`src/rtl/timer_pkg.sv`:
```
package timer_pkg;
  localparam int RATIO_W = 3;
  localparam int ADDR_W  = 3;

  // register addresses
  localparam logic [ADDR_W-1:0] A_CTRL    = 3'd0;
  localparam logic [ADDR_W-1:0] A_COUNT   = 3'd1;
  localparam logic [ADDR_W-1:0] A_LOAD    = 3'd2;
  localparam logic [ADDR_W-1:0] A_MATCH   = 3'd3;
  localparam logic [ADDR_W-1:0] A_TRIG    = 3'd4;
  localparam logic [ADDR_W-1:0] A_FLAGCLR = 3'd5;
  localparam logic [ADDR_W-1:0] A_IEN     = 3'd6;

  // control word bit positions
  localparam int B_RUN   = 0;
  localparam int B_AUTO  = 1;
  localparam int B_RATIO = 2;
  localparam int B_PRE   = 5;
  localparam int B_CMP   = 6;
  localparam int CTRL_W  = 7;

  typedef struct packed {
    logic               running;
    logic               autoReload;
    logic               preEn;
    logic [RATIO_W-1:0] ratio;
    logic               cmpEn;
    logic               cntWrite;
    logic               trigWrite;
  } tmr_stb_t;
endpackage

```
`src/rtl/timer_prescaler.sv`:
```
module timer_prescaler
  import timer_pkg::*;
#(
  parameter int RW = RATIO_W
) (
  input  logic          clk,
  input  logic          rst_n,
  input  logic          running,
  input  logic          enable,
  input  logic [RW-1:0] ratio,
  input  logic          clear,
  output logic          tick
);
  localparam int PRE_W = 1 << RW;

  logic [PRE_W-1:0] preCnt;
  logic [PRE_W-1:0] oneHot;
  logic [PRE_W-1:0] mask;
  logic             hit;

  always_comb begin
    oneHot = PRE_W'(1) << ((RW+1)'(ratio) + (RW+1)'(1));
    mask   = oneHot - PRE_W'(1);
    hit    = (preCnt & mask) == mask;
    tick   = running && (!enable || hit);
  end

  always_ff @(posedge clk) begin
    if (!rst_n) begin
      preCnt <= '0;
    end else if (!running || !enable || clear || tick) begin
      preCnt <= '0;
    end else begin
      preCnt <= preCnt + PRE_W'(1);
    end
  end
endmodule

```
`src/rtl/timer_datapath.sv`:
```
module timer_datapath
  import timer_pkg::*;
#(
  parameter int WIDTH = 32
) (
  input  logic             clk,
  input  logic             rst_n,
  input  tmr_stb_t         stb,
  input  logic [WIDTH-1:0] wrData,
  input  logic [WIDTH-1:0] loadVal,
  input  logic [WIDTH-1:0] matchVal,
  output logic [WIDTH-1:0] count,
  output logic             ovfPulse,
  output logic             matchPulse
);
  logic             tick;
  logic             atMax;
  logic             stepped;
  logic             reloadOvf;
  logic             preClear;
  logic [WIDTH-1:0] nextCount;

  assign atMax     = (count == {WIDTH{1'b1}});
  assign stepped   = tick && !stb.cntWrite && !stb.trigWrite;
  assign reloadOvf = tick && atMax && stb.autoReload;
  assign preClear  = stb.cntWrite || stb.trigWrite || reloadOvf;

  timer_prescaler #(.RW(RATIO_W)) u_pre (
    .clk     (clk),
    .rst_n   (rst_n),
    .running (stb.running),
    .enable  (stb.preEn),
    .ratio   (stb.ratio),
    .clear   (preClear),
    .tick    (tick)
  );

  always_comb begin
    if (stb.cntWrite) begin
      nextCount = wrData;
    end else if (stb.trigWrite) begin
      nextCount = loadVal;
    end else if (tick) begin
      if (atMax) nextCount = stb.autoReload ? loadVal : '0;
      else       nextCount = count + WIDTH'(1);
    end else begin
      nextCount = count;
    end
  end

  always_ff @(posedge clk) begin
    if (!rst_n) begin
      count      <= '0;
      ovfPulse   <= 1'b0;
      matchPulse <= 1'b0;
    end else begin
      count      <= nextCount;
      ovfPulse   <= stepped && atMax;
      matchPulse <= stepped && stb.cmpEn && (nextCount == matchVal);
    end
  end
endmodule

```
`src/rtl/timer_ctrl.sv`:
```
module timer_ctrl
  import timer_pkg::*;
#(
  parameter int WIDTH = 32
) (
  input  logic              clk,
  input  logic              rst_n,
  input  logic              wrEn,
  input  logic [ADDR_W-1:0] wrAddr,
  input  logic [WIDTH-1:0]  wrData,
  input  logic              ovfEvt,
  input  logic              matchEvt,
  output tmr_stb_t          stb,
  output logic [WIDTH-1:0]  loadVal,
  output logic [WIDTH-1:0]  matchVal,
  output logic [1:0]        irqFlags,
  output logic              irq
);
  logic [CTRL_W-1:0] ctrlReg;
  logic [1:0]        ienReg;
  logic [1:0]        clrMask;

  assign clrMask = (wrEn && wrAddr == A_FLAGCLR) ? wrData[1:0] : 2'b00;

  always_comb begin
    stb.running    = ctrlReg[B_RUN];
    stb.autoReload = ctrlReg[B_AUTO];
    stb.preEn      = ctrlReg[B_PRE];
    stb.ratio      = ctrlReg[B_RATIO +: RATIO_W];
    stb.cmpEn      = ctrlReg[B_CMP];
    stb.cntWrite   = wrEn && (wrAddr == A_COUNT);
    stb.trigWrite  = wrEn && (wrAddr == A_TRIG);
  end

  always_ff @(posedge clk) begin
    if (!rst_n) begin
      ctrlReg  <= '0;
      loadVal  <= '0;
      matchVal <= '0;
      ienReg   <= '0;
    end else if (wrEn) begin
      case (wrAddr)
        A_CTRL:  ctrlReg  <= wrData[CTRL_W-1:0];
        A_LOAD:  loadVal  <= wrData;
        A_MATCH: matchVal <= wrData;
        A_IEN:   ienReg   <= wrData[1:0];
        default: ;
      endcase
    end
  end

  always_ff @(posedge clk) begin
    if (!rst_n) irqFlags <= 2'b00;
    else        irqFlags <= (irqFlags & ~clrMask) | {matchEvt, ovfEvt};
  end

  assign irq = |(irqFlags & ienReg);
endmodule

```
`src/rtl/prescaled_reload_timer.sv`:
```
module prescaled_reload_timer
  import timer_pkg::*;
#(
  parameter int WIDTH = 32
) (
  input  logic              clk,
  input  logic              rst_n,
  input  logic              wrEn,
  input  logic [ADDR_W-1:0] wrAddr,
  input  logic [WIDTH-1:0]  wrData,
  output logic [WIDTH-1:0]  count,
  output logic              ovfPulse,
  output logic              matchPulse,
  output logic [1:0]        irqFlags,
  output logic              irq
);
  tmr_stb_t         stb;
  logic [WIDTH-1:0] loadVal;
  logic [WIDTH-1:0] matchVal;

  timer_ctrl #(.WIDTH(WIDTH)) u_ctrl (
    .clk      (clk),
    .rst_n    (rst_n),
    .wrEn     (wrEn),
    .wrAddr   (wrAddr),
    .wrData   (wrData),
    .ovfEvt   (ovfPulse),
    .matchEvt (matchPulse),
    .stb      (stb),
    .loadVal  (loadVal),
    .matchVal (matchVal),
    .irqFlags (irqFlags),
    .irq      (irq)
  );

  timer_datapath #(.WIDTH(WIDTH)) u_dp (
    .clk        (clk),
    .rst_n      (rst_n),
    .stb        (stb),
    .wrData     (wrData),
    .loadVal    (loadVal),
    .matchVal   (matchVal),
    .count      (count),
    .ovfPulse   (ovfPulse),
    .matchPulse (matchPulse)
  );
endmodule

```
`config.mk`:
```
export PLATFORM = sky130hd
export DESIGN_NAME = prescaled_reload_timer
export DESIGN_NICKNAME = d
export VERILOG_FILES = /design/src/rtl/timer_pkg.sv /design/src/rtl/timer_prescaler.sv /design/src/rtl/timer_datapath.sv /design/src/rtl/timer_ctrl.sv /design/src/rtl/prescaled_reload_timer.sv
export SDC_FILE = /design/constraint.sdc
export NUM_CORES = 1
export LEC_CHECK = 0
export ABC_AREA = 1
export ABC_CLOCK_PERIOD_IN_PS = 6280
export BUFFER_PORTS_ARGS = -buffer_cell sky130_fd_sc_hd__buf_2
export CAP_MARGIN = 20
export CORE_ASPECT_RATIO = 1.4
export CORE_UTILIZATION = 25
export DETAILED_ROUTE_END_ITERATION = 16
export PLACE_DENSITY = 0.43
export SETUP_SLACK_MARGIN = 0.05
export SLEW_MARGIN = 10
export SYNTH_ARGS = -nofsm -noshare
export SYNTH_HDL_FRONTEND = slang
export SYNTH_SLANG_ARGS = --single-unit
```
`constraint.sdc`:
```
create_clock -name clk -period 6.28 [get_ports clk]
set_input_delay 1.256 -clock clk [delete_from_list [all_inputs] [get_ports clk]]
set_output_delay 1.256 -clock clk [all_outputs]
set_load 0.03 [all_outputs]
```
==> results.md <==
* Outcome: finished, final reports clean
* Largest net degree at the start of global routing at 75
* Fmax at roughly 0.29 GHz
* Cell depth of the worst min-delay path at 2
* I/O pins at 75
* DRT met1 WL at 12.5 mm
* Initial antenna violation count at 0
* Initial Util at between 20% and 30%
* Reg power frac at 38.6%
* Hold endpoint: u_ctrl.matchVal[28]$_SDFFE_PN0P_
* Die X at roughly 140 um
* Share of layout cells above drive strength 1 at 13.0%
* Post-CTS setup buffers at 0
* Flop2flop setup slack at 3.24 ns
* Register area share after synthesis at between 30% and 40%
* Final hold slack at 0.471 ns
* Synth Cell Area at about 0.0072 mm^2
* CP cell instances: buf_2 > inv_1 > nor2_1 > nand2_1 > buf_4 > inv_1 > nor2_1 > nand3_1 > nand3_1 > nand2_1 > nand2_1 > nand2_1 > nor2_1 > nand2_1 > nor2_1 > nand2_1 > nor2_1
* Count leader, synth: nand2_1
* Dominant cell type by area after synthesis: dfxtp_1
* Placer congestion estimate at between 0.8 and 0.9
* Fin crit period at between 3 and 4 ns
* Peak supply drop at approximately 0.16 mV
* Total design power at around 2.1 mW
* Skew final at roughly 0.0094 ns
* Sw power at a little over 0.6 mW
* Pre-CTS setup slack at 2.34 ns
* #FFs+latches synth at 117
* Synthesized Nets at around 1200
* DR DRC count at 0
* Met2 Wirelength at approximately 14 mm
* Net count reported at finish at approximately 1300
* WL final at around 28 mm
* Synth Area in Simple Gates at about two fifths
* Int Power at 1.48 mW
* Worst Hold Class: reg2reg
* Full die area at 0.0293 mm^2
* Hold_buf cts at 0
* # rows at slightly above 70
* EDFF count, synth at 0
* Slew Limit Fails at 0
* Max H-tree Level at 4
* Slowest CP cell: inv_1
* Relative slew slack at about a third
* Hold path start: u_ctrl.matchVal[28]$_SDFFE_PN0P_
* Port bufs at 74
* Final worst slack at 2.81 ns
* Post-synthesis xor/xnor area fraction at under 10%
* R2R cell count at 19
* Post-synthesis async set-or-reset flop share at 0%
* Clk slew on worst S/H paths at roughly 0.06 ns
* Vias/cell at 4.67
* CTS tree: yes
* R2r endpoint: u_dp.matchPulse$_SDFF_PN0_
* Antenna diodes at 0
* Crit path top cell by count: nand2_1
* Static Leak at approximately 3.7 nW
* Setup TNS Final at 0 ns
* Hpwl dp at about 20 mm
* Initial drt markers at about 530
* RSZ-0062 raised after global routing: no
* CTS buffer count at 17
* Initial DRT Pass Iterations at 7
* Pwr Density at roughly 250 mW/mm^2
* DRT antenna net count at 0
* Top-area cell type share of the netlist area at around a third
* Final Setup Violations at 0
* Clk buf depth at 2
* CP Max Fanout at 41
* Number of global-route vias before repair at slightly above 7000
* Worst-skew pair later-pin latency at between 0.4 and 0.5 ns
* Slew @ Worst Pin at a little over 1 ns
* Syn avg cell area at between 6 and 7 um^2
* Crit-path max cell delay at between 0.5 and 0.6 ns
* WS Path Type: in2reg
* Synth Area in Adders at less than 1%
* Most common library cells after synthesis: nand2_1, nor2_1, inv_1, dfxtp_1, o21ai_0
* Core Footprint at roughly 0.028 mm^2
* Synth cell types at just over 40
* GRT Total Usage at 19.4%
* Root Buffer: clkbuf_16
* WL/cell at ~17 um
* Worst Path Required at between 6 and 7 ns
* Critical path launch point type: primary input
* Clock power share at 48.6%
* Met3 WL at ~1.1 mm
* Number of fill cells at 3134
* Area growth syn-to-layout at 17.7%
* Main synth FF type: dfxtp_1
* Vias after detailed routing at 7537
* Max_cap viols at 0
* YS warnings at 0
* Post-CTS Resized at 0
* Post-synthesis mux area share at 0%
* CP arrival at 3.83 ns
* R2R Path Start: u_dp.count[0]$_SDFF_PN0_
* Post-Synthesis Cells at ~1200
* Top Metal Used: met4
* First-pass GRT wire length at roughly 43 mm
* Final hold vios at 0
* Main area contributors after synthesis: dfxtp_1, nand2_1, nor2_1
* Clock tree sinks at roughly 120
* Comb pwr share at between 10% and 20%
* Global route overflow at 0
* Worst setup EP type: register
* Compound-Gate Fraction of Synth Area at approximately 15%
* Die height at about 200 um
* Main combinational cell family by area after synthesis: simple AND/OR/NAND/NOR gates
* Switching Share at around 29%
* Final period util at a little under three fifths
==> layout make-up <==
cell class                 count  area (um^2)  share of cell area (%)
clock buffer                  19          443                    5.26
clock inverter                13          158                    1.87
inverter                     126          478                    5.68
multi-input combinational    885         4080                    48.5
sequential                   117         2340                    27.8
tap                          370          463                    5.50
timing repair buffer          84          445                    5.29
==> worst max-delay path: cells and delay by family <==
| family | cells | cell delay (ns) |
|---|---|---|
| buf+inv | 4 | 1.16 |
| simple gates | 13 | 1.40 |
==> through the flow <==
| step | instance area, um^2 | std cells | utilization [%] |
|---|---|---|---|
| after detailed placement | 7810 | 1582 | 28.1 |
| after global placement | 7810 | 1582 | 28.1 |
| final | 8410 | 1614 | 30.2 |
| after floorplan | 7150 | 1177 | - |
| after global routing | 8410 | 1614 | 30.2 |
| after CTS | 8410 | 1614 | 30.2 |
==> sequential cells by signal, indices dropped and copies added, names as in the netlist <==
name and count:
u_ctrl.matchVal 32, u_ctrl.ienReg 2, u_dp.count 32, u_ctrl.ctrlReg 7
u_ctrl.loadVal 32, u_ctrl.irqFlags 2, u_dp.u_pre.preCnt 8, u_dp.ovfPulse 1
u_dp.matchPulse 1
==> cell usage in the layout (no fill, tap or decap), types with 4 or more instances in the layout <==
master and n:
a21oi_1 84, buf_2 74, buf_4 10, clkbuf_16 17
clkinv_2 4, clkinvlp_4 4, dfxtp_1 117, inv_1 120
nand2_1 352, nand2_2 4, nand2_4 4, nand3_1 95
nand3_2 5, nand4_1 17, nor2_1 147, nor2_2 10
o21ai_0 107, o21ai_1 6, or2_2 11, xnor2_1 7
xor2_1 13
==> cells by family (layout without fill, tap and decap cells) <==
| kind of cell | after synthesis | count (layout) |
|---|---|---|
| other cells | 1 | 1 |
| simple gates | 657 | 657 |
| xor+xnor | 20 | 20 |
| fa+ha+maj | 3 | 3 |
| flops | 117 | 117 |
| compound gates | 204 | 204 |
| buf+inv | 175 | 242 |
==> per-layer routing <==
metal  vias to the layer above  global-route usage (%)
li1                       3857                       -
met1                      3453                    24.6
met2                       190                    33.0
met3                        37                    2.69
met4                         0                    7.29
met5                         -                       0
==> power groups by stage <==
stage	logic (mW)	clock network [mW]	registers, mW
final	0.265	1.01	0.806
after CTS	0.268	1.03	0.806
after floorplan	0.152	0	0.830
after global routing	0.297	1.06	0.810
after detailed placement	0.267	0	0.823
after global placement	0.267	0	0.823
==> worst max-delay path by stage <==
stage	from	end	slack, ns	cells after the start
floorplan	wrAddr[0]	u_dp.matchPulse$_SDFF_PN0_	3.57	15
global placement	wrAddr[0]	u_dp.matchPulse$_SDFF_PN0_	2.38	17
detailed placement	wrAddr[0]	u_dp.matchPulse$_SDFF_PN0_	2.34	17
CTS	wrAddr[0]	u_dp.matchPulse$_SDFF_PN0_	2.79	17
global route	wrAddr[0]	u_dp.matchPulse$_SDFF_PN0_	2.47	17
finish	wrAddr[0]	u_dp.matchPulse$_SDFF_PN0_	2.81	17
Note: power is estimated with default switching activity, not from simulation.
